$ cat config.mk
export PLATFORM = sky130hd
export DESIGN_NAME = asram_lane_ctrl
export DESIGN_NICKNAME = d
export VERILOG_FILES = /design/src/rtl/asram_pkg.sv /design/src/rtl/asram_phase_timer.sv /design/src/rtl/asram_lane_capture.sv /design/src/rtl/asram_seq.sv /design/src/rtl/asram_lane_ctrl.sv
export SDC_FILE = /design/constraint.sdc
export NUM_CORES = 1
export LEC_CHECK = 0
export BUFFER_PORTS_ARGS = -buffer_cell sky130_fd_sc_hd__buf_4
export CORE_UTILIZATION = 40
export DETAILED_ROUTE_END_ITERATION = 8
export PLACE_DENSITY_LB_ADDON = 0.3
export REMOVE_ABC_BUFFERS = 1
export SLEW_MARGIN = 20
export SYNTH_ARGS = -nofsm -noshare
export SYNTH_HDL_FRONTEND = slang
export SYNTH_SLANG_ARGS = --single-unit
$ cat constraint.sdc
create_clock -name clk -period 2.4 [get_ports clk]
set_input_delay 0.24 -clock clk [delete_from_list [all_inputs] [get_ports clk]]
set_output_delay 0.24 -clock clk [all_outputs]
set_load 0.01 [all_outputs]
$ cat src/rtl/asram_pkg.sv
package asram_pkg;

  typedef enum logic [2:0] {
    ST_IDLE    = 3'd0,
    ST_RD      = 3'd1,
    ST_RD_TURN = 3'd2,
    ST_WR      = 3'd3,
    ST_WR_REC  = 3'd4
  } asram_state_e;

  function automatic int ns_to_cyc(input int ns, input int clk_ps);
    int c;
    c = (ns * 1000 + clk_ps - 1) / clk_ps;
    return (c < 1) ? 1 : c;
  endfunction

  function automatic int max2(input int a, input int b);
    return (a > b) ? a : b;
  endfunction

endpackage

$ cat src/rtl/asram_phase_timer.sv
module asram_phase_timer #(
  parameter int CNT_W = 3
) (
  input  logic             clk,
  input  logic             rst_n,
  input  logic             load,
  input  logic [CNT_W-1:0] load_val,
  output logic             done
);

  logic [CNT_W-1:0] cnt_q, cnt_d;
  logic             cnt_en;

  assign cnt_en = load || (cnt_q != '0);

  always_comb begin
    cnt_d = cnt_q;
    if (load) begin
      cnt_d = load_val;
    end else if (cnt_q != '0) begin
      cnt_d = cnt_q - 1'b1;
    end
  end

  always_ff @(posedge clk or negedge rst_n) begin
    if (!rst_n) begin
      cnt_q <= '0;
    end else if (cnt_en) begin
      cnt_q <= cnt_d;
    end
  end

  assign done = (cnt_q == '0);

endmodule

$ cat src/rtl/asram_lane_capture.sv
module asram_lane_capture #(
  parameter int LANES  = 2,
  parameter int LANE_W = 8
) (
  input  logic                    clk,
  input  logic                    rst_n,
  input  logic                    cap_en,
  input  logic                    clr,
  input  logic [LANES-1:0]        lane_en,
  input  logic [LANES*LANE_W-1:0] dq_in,
  output logic [LANES*LANE_W-1:0] rdata
);

  for (genvar g = 0; g < LANES; g++) begin : g_lane
    logic [LANE_W-1:0] q, d;
    logic              en;

    assign en = cap_en || clr;

    always_comb begin
      d = '0;
      if (cap_en && lane_en[g]) begin
        d = dq_in[g*LANE_W +: LANE_W];
      end
    end

    always_ff @(posedge clk or negedge rst_n) begin
      if (!rst_n) begin
        q <= '0;
      end else if (en) begin
        q <= d;
      end
    end

    assign rdata[g*LANE_W +: LANE_W] = q;
  end

endmodule

$ cat src/rtl/asram_seq.sv
module asram_seq
  import asram_pkg::*;
#(
  parameter int ADDR_W = 18,
  parameter int DATA_W = 16,
  parameter int LANES  = 2,
  parameter int CNT_W  = 3,
  parameter int RD_CYC = 6,
  parameter int WP_CYC = 5,
  parameter int TA_CYC = 3
) (
  input  logic              clk,
  input  logic              rst_n,
  input  logic              req_valid,
  input  logic              req_write,
  input  logic [ADDR_W-1:0] req_addr,
  input  logic [DATA_W-1:0] req_wdata,
  input  logic [LANES-1:0]  req_be,
  input  logic              timer_done,
  output logic              req_ready,
  output logic              timer_load,
  output logic [CNT_W-1:0]  timer_val,
  output logic              cap_en,
  output logic              null_rd,
  output logic              rsp_valid,
  output logic [ADDR_W-1:0] mem_addr,
  output logic              sel,
  output logic              oe,
  output logic              we,
  output logic [LANES-1:0]  lane,
  output logic [DATA_W-1:0] dq_out,
  output logic              dq_oe
);

  asram_state_e      state_q, state_d;
  logic [ADDR_W-1:0] addr_q, addr_d;
  logic [DATA_W-1:0] wdata_q, wdata_d;
  logic [LANES-1:0]  lane_q, lane_d;
  logic              sel_q, sel_d;
  logic              oe_q, oe_d;
  logic              we_q, we_d;
  logic              dqoe_q, dqoe_d;
  logic              rsp_q, rsp_d;
  logic              take;

  assign take = req_valid && (state_q == ST_IDLE);

  always_comb begin
    state_d    = state_q;
    addr_d     = addr_q;
    wdata_d    = wdata_q;
    lane_d     = lane_q;
    sel_d      = sel_q;
    oe_d       = oe_q;
    we_d       = we_q;
    dqoe_d     = dqoe_q;
    rsp_d      = 1'b0;
    timer_load = 1'b0;
    timer_val  = '0;
    cap_en     = 1'b0;
    null_rd    = 1'b0;
    case (state_q)
      ST_IDLE: begin
        if (take) begin
          if (req_be == '0) begin
            if (!req_write) begin
              null_rd = 1'b1;
              rsp_d   = 1'b1;
            end
          end else if (req_write) begin
            state_d    = ST_WR;
            addr_d     = req_addr;
            wdata_d    = req_wdata;
            lane_d     = req_be;
            sel_d      = 1'b1;
            we_d       = 1'b1;
            dqoe_d     = 1'b1;
            timer_load = 1'b1;
            timer_val  = CNT_W'(WP_CYC - 1);
          end else begin
            state_d    = ST_RD;
            addr_d     = req_addr;
            lane_d     = req_be;
            sel_d      = 1'b1;
            oe_d       = 1'b1;
            timer_load = 1'b1;
            timer_val  = CNT_W'(RD_CYC - 1);
          end
        end
      end
      ST_RD: begin
        if (timer_done) begin
          cap_en     = 1'b1;
          rsp_d      = 1'b1;
          oe_d       = 1'b0;
          sel_d      = 1'b0;
          lane_d     = '0;
          state_d    = ST_RD_TURN;
          timer_load = 1'b1;
          timer_val  = CNT_W'(TA_CYC - 1);
        end
      end
      ST_RD_TURN: begin
        if (timer_done) begin
          state_d = ST_IDLE;
        end
      end
      ST_WR: begin
        if (timer_done) begin
          we_d    = 1'b0;
          state_d = ST_WR_REC;
        end
      end
      ST_WR_REC: begin
        sel_d   = 1'b0;
        lane_d  = '0;
        dqoe_d  = 1'b0;
        state_d = ST_IDLE;
      end
      default: begin
        state_d = ST_IDLE;
        sel_d   = 1'b0;
        oe_d    = 1'b0;
        we_d    = 1'b0;
        lane_d  = '0;
        dqoe_d  = 1'b0;
      end
    endcase
  end

  always_ff @(posedge clk or negedge rst_n) begin
    if (!rst_n) begin
      state_q <= ST_IDLE;
      addr_q  <= '0;
      wdata_q <= '0;
      lane_q  <= '0;
      sel_q   <= 1'b0;
      oe_q    <= 1'b0;
      we_q    <= 1'b0;
      dqoe_q  <= 1'b0;
      rsp_q   <= 1'b0;
    end else begin
      state_q <= state_d;
      addr_q  <= addr_d;
      wdata_q <= wdata_d;
      lane_q  <= lane_d;
      sel_q   <= sel_d;
      oe_q    <= oe_d;
      we_q    <= we_d;
      dqoe_q  <= dqoe_d;
      rsp_q   <= rsp_d;
    end
  end

  assign req_ready = (state_q == ST_IDLE);
  assign rsp_valid = rsp_q;
  assign mem_addr  = addr_q;
  assign sel       = sel_q;
  assign oe        = oe_q;
  assign we        = we_q;
  assign lane      = lane_q;
  assign dq_out    = wdata_q;
  assign dq_oe     = dqoe_q;

endmodule

$ cat src/rtl/asram_lane_ctrl.sv
module asram_lane_ctrl
  import asram_pkg::*;
#(
  parameter int ADDR_W   = 18,
  parameter int LANE_W   = 8,
  parameter int CLK_PS   = 8000,
  parameter int T_ACC_NS = 45,
  parameter int T_WP_NS  = 35,
  parameter int T_DW_NS  = 25,
  parameter int T_HZ_NS  = 18
) (
  input  logic                clk,
  input  logic                rst_n,
  input  logic                req_valid,
  output logic                req_ready,
  input  logic                req_write,
  input  logic [ADDR_W-1:0]   req_addr,
  input  logic [2*LANE_W-1:0] req_wdata,
  input  logic [1:0]          req_be,
  output logic                rsp_valid,
  output logic [2*LANE_W-1:0] rsp_rdata,
  output logic [ADDR_W-1:0]   mem_addr,
  output logic                mem_cs1_n,
  output logic                mem_cs2,
  output logic                mem_oe_n,
  output logic                mem_we_n,
  output logic                mem_lb_n,
  output logic                mem_ub_n,
  output logic [2*LANE_W-1:0] mem_dq_out,
  output logic                mem_dq_oe,
  input  logic [2*LANE_W-1:0] mem_dq_in
);

  localparam int LANES  = 2;
  localparam int DATA_W = LANES * LANE_W;
  localparam int RD_CYC = ns_to_cyc(T_ACC_NS, CLK_PS);
  localparam int WP_CYC = max2(ns_to_cyc(T_WP_NS, CLK_PS), ns_to_cyc(T_DW_NS, CLK_PS));
  localparam int TA_CYC = ns_to_cyc(T_HZ_NS, CLK_PS);
  localparam int MAX_CYC = max2(RD_CYC, max2(WP_CYC, TA_CYC));
  localparam int CNT_W  = $clog2(MAX_CYC + 1);

  logic             timer_load, timer_done;
  logic [CNT_W-1:0] timer_val;
  logic             cap_en, null_rd;
  logic             sel, oe, we;
  logic [LANES-1:0] lane;

  asram_seq #(
    .ADDR_W (ADDR_W),
    .DATA_W (DATA_W),
    .LANES  (LANES),
    .CNT_W  (CNT_W),
    .RD_CYC (RD_CYC),
    .WP_CYC (WP_CYC),
    .TA_CYC (TA_CYC)
  ) u_seq (
    .clk        (clk),
    .rst_n      (rst_n),
    .req_valid  (req_valid),
    .req_write  (req_write),
    .req_addr   (req_addr),
    .req_wdata  (req_wdata),
    .req_be     (req_be),
    .timer_done (timer_done),
    .req_ready  (req_ready),
    .timer_load (timer_load),
    .timer_val  (timer_val),
    .cap_en     (cap_en),
    .null_rd    (null_rd),
    .rsp_valid  (rsp_valid),
    .mem_addr   (mem_addr),
    .sel        (sel),
    .oe         (oe),
    .we         (we),
    .lane       (lane),
    .dq_out     (mem_dq_out),
    .dq_oe      (mem_dq_oe)
  );

  asram_phase_timer #(
    .CNT_W (CNT_W)
  ) u_timer (
    .clk      (clk),
    .rst_n    (rst_n),
    .load     (timer_load),
    .load_val (timer_val),
    .done     (timer_done)
  );

  asram_lane_capture #(
    .LANES  (LANES),
    .LANE_W (LANE_W)
  ) u_cap (
    .clk     (clk),
    .rst_n   (rst_n),
    .cap_en  (cap_en),
    .clr     (null_rd),
    .lane_en (lane),
    .dq_in   (mem_dq_in),
    .rdata   (rsp_rdata)
  );

  assign mem_cs1_n = ~sel;
  assign mem_cs2   = sel;
  assign mem_oe_n  = ~oe;
  assign mem_we_n  = ~we;
  assign mem_lb_n  = ~lane[0];
  assign mem_ub_n  = ~lane[1];

endmodule

==> flow_metrics.env <==
export IMPL_rsz0062_at_grt="false"
export IMPL_mostFrequentLayoutCell="buf_4"
export IMPL_final_cell_mix="116 x buf_4, 63 x dfrtp_1, 62 x nand2_1"
export IMPL_cp_depth=4
export IMPL_ys_seq_area_share_pct=61.5
export IMPL_synth_top_family_by_area="simple AND/OR/NAND/NOR gates"
export IMPL_synth_top_area_share_pct=61.5
export IMPL_hold_class="input port to asynchronous set/reset pin"
export IMPL_finalNonFillerCells=413
export IMPL_reg2reg_setup_slack_ns=0.51
export IMPL_setup_viol=0
export IMPL_relSlewSlack_pct=48.7
export IMPL_setup_tns_final_ns=0
export IMPL_min_period_ns=1.89
export IMPL_synth_area_leader_cell="dfrtp_1"
export IMPL_synth_ff_type="dfrtp_1"
export IMPL_synthArstFlopShare_pct=100
export IMPL_cpMaxStageDelayCell="or4b_4"
export IMPL_status="complete, but fails checks"
export IMPL_fp_row_count=28
export IMPL_wl_mm=5.73
export IMPL_critPathMaxStageDelay_ns=0.59
export IMPL_synth_avg_cell_area_um2=11.7
export IMPL_first_iter_violations=77
export IMPL_drive_gt1_share_pct=44.7
export IMPL_cts_buffers=9
export IMPL_start_kind="register"
export IMPL_clkLatencyLatePin_ns=0.33
export IMPL_clock_tree_buffer_depth=2
export IMPL_crit_chain="or4b_4 > nor4_1 > nor2_2 > a32o_1"
export IMPL_ys_types=31
export IMPL_utilization_pct=59.9
export IMPL_synth_edf_count=0
export IMPL_cts_tree="done"
export IMPL_hold_viol_final=21
export IMPL_synthSimpleGateAreaFrac_pct=14.1
export IMPL_fin_skew_ns=0.00693
export IMPL_start_util_pct=42.3
export IMPL_drtPass1Iterations=4
export IMPL_hold_slack_ns=-0.0257
export IMPL_viasPerCell=4.99
export IMPL_fin_nets=393
export IMPL_path_max_fanout=17
export IMPL_cp_arrival_ns=2.11
export IMPL_violations="hold timing"
export IMPL_cts_setup_buffers=0
export IMPL_area_growth_pct=41.6
export IMPL_p_leak_nw=1.95
export IMPL_grt_ovfl_total=0
export IMPL_clkSinkCount=63
export IMPL_ir_drop_v=0.000696
export IMPL_dp_cells=399
export IMPL_ios=115
export IMPL_gp_congestion=0.785
export IMPL_wire_per_inst_um=13.9
export IMPL_grt_pass1_vias=2063
export IMPL_synth_area_leaders="dfrtp_1 61%, nand2_1 9.1%, a32o_1 6.6%, mux2_4 5.3%, mux2_2 3.1%"
export IMPL_critical_path_class="register to register"
export IMPL_fin_crit_sh_pct=78.9
export IMPL_cp_top_family="simple AND/OR/NAND/NOR gates"
export IMPL_muxShareOfSynthArea_pct=8.73
export IMPL_drc=0
export IMPL_via_count=2061
export IMPL_htreeDepth=3
export IMPL_diodes=0
export IMPL_cap_violations=0
export IMPL_ant_nets=0
export IMPL_grt_start_max_net_pins=64
export IMPL_root_buffer="clkbuf_8"
export IMPL_required_ns=2.61
export IMPL_yosysWarnings=0
export IMPL_synth_fa_ha_area_share_pct=0.976
export IMPL_grt_pass1_wl_mm=9.11
export IMPL_power_per_cell_area_nw_per_um2=1220
export IMPL_syn_area_um2=2560
export IMPL_worstMarginPinSlew_ns=0.769
export IMPL_syn_inst=220
export IMPL_io_buffer_count=114
export IMPL_clk_pin_slew_ns=0.06
export IMPL_clock_fmax_ghz=0.528
export IMPL_core_um2=6060
export IMPL_setup_worst_path_end_class="register"
export IMPL_grt_usage_pct=18.2
export IMPL_dieArea_um2=6740
export IMPL_die_w_um=82.1
export IMPL_slew_viol_final=0
export IMPL_synth_compound_area_share_pct=10.2
export IMPL_die_height_um=82.1
export IMPL_antenna_found_initial=0
export IMPL_synth_xor_area_share_pct=0.341
export IMPL_ctsHoldBuffers=0
export IMPL_path_buf_inv=0
export IMPL_r2r_cells=4
export IMPL_dp_hpwl_mm=4.05
export IMPL_synth_seq_cells=63
export IMPL_postCtsResizedCells=0
logic make-up (layout without fill, tap and decap cells):
logic type / after synthesis / in the layout
buffers and inverters: 23 / 141
DFF: 63 / 63
and+or+nand+nor: 82 / 82
muxes: 17 / 17
adders and majority gates: 2 / 2
AOI/OAI and AO/OA: 32 / 32
xor gates and xnor gates: 1 / 1
worst paths after layout:
path	start	to
setup reg to reg	u_seq.state_q[0]	u_cap.g_lane[1].q[4]
hold reg to reg	u_seq.mem_addr[15]	u_seq.mem_addr[15]
hold / removal	rst_n	u_seq.dq_out[4]
min in group clk	req_addr[12]	u_seq.mem_addr[12]
setup / recovery	u_seq.state_q[0]	u_cap.g_lane[1].q[4]
max in group asynchronous	rst_n	u_seq.rsp_valid
where the power goes:
group,total (mW),switching (mW),internal [mW]
sequential,1.83,0.312,1.52
clock,0.774,0.355,0.419
combinational,1.83,0.808,1.02
total,4.43,1.47,2.96
worst register-to-register path: cells and delay by family (launching register included):
kind | cells | cell delay [ns]
compound gates | 1 | 0.26
simple gates | 3 | 1.09
flops | 1 | 0.44
synthesized netlist by cell type (2+ instances only):
cell type,count
ha_1,2
nand2b_1,2
inv_1,11
a21o_1,2
mux2_2,7
clkbuf_1,5
nand2_1,62
buf_2,4
buf_6,2
dfrtp_1,63
or3_1,2
nor3_1,2
o21ai_0,5
a21oi_1,5
mux2_4,9
nor2_1,6
a32o_1,17
registers in the layout (all words and copies together), names as in the netlist:
| signal | cells |
|---|---|
| u_seq.state_q | 3 |
| u_seq.sel | 1 |
| u_seq.lane | 2 |
| u_cap.g_lane.q | 16 |
| u_seq.we | 1 |
| u_seq.oe | 1 |
| u_seq.dq_oe | 1 |
| u_seq.rsp_valid | 1 |
| u_timer.cnt_q | 3 |
| u_seq.dq_out | 16 |
| u_seq.mem_addr | 18 |
metrics by stage:
stage / total power, mW / instance area [µm²] / hold WS [ns] / setup WS, ns
global placement: 3.65 / 3460 / 0.369 / 0.438
CTS: 4.50 / 3630 / 0.0110 / 0.343
floorplan: 2.74 / 2500 / -0.0556 / 0.289
detailed placement: 3.70 / 3460 / 0.374 / 0.366
global route: 4.78 / 3630 / 0.0580 / 0.413
finish: 4.43 / 3630 / -0.0257 / 0.506
area by class of cell:
type,instances,area [µm²]
Inverter,11,41.3
Fill cell,498,2430
Clock buffer,13,159
Timing Repair Buffer,116,871
Multi-Input combinational cell,134,885
Sequential cell,63,1580
Clock inverter,1,5.00
Tap cell,75,93.8
per-layer routing:
metal / up-vias / global-route usage (%) / part of all wire [%]
met5: - / 0 / 0
met4: 0 / 10.2 / 1.9
met3: 11 / 4.89 / 8.7
met2: 92 / 29.4 / 47
met1: 979 / 21.8 / 43
li1: 979 / - / -
Note: power is estimated with default switching activity, not from simulation.
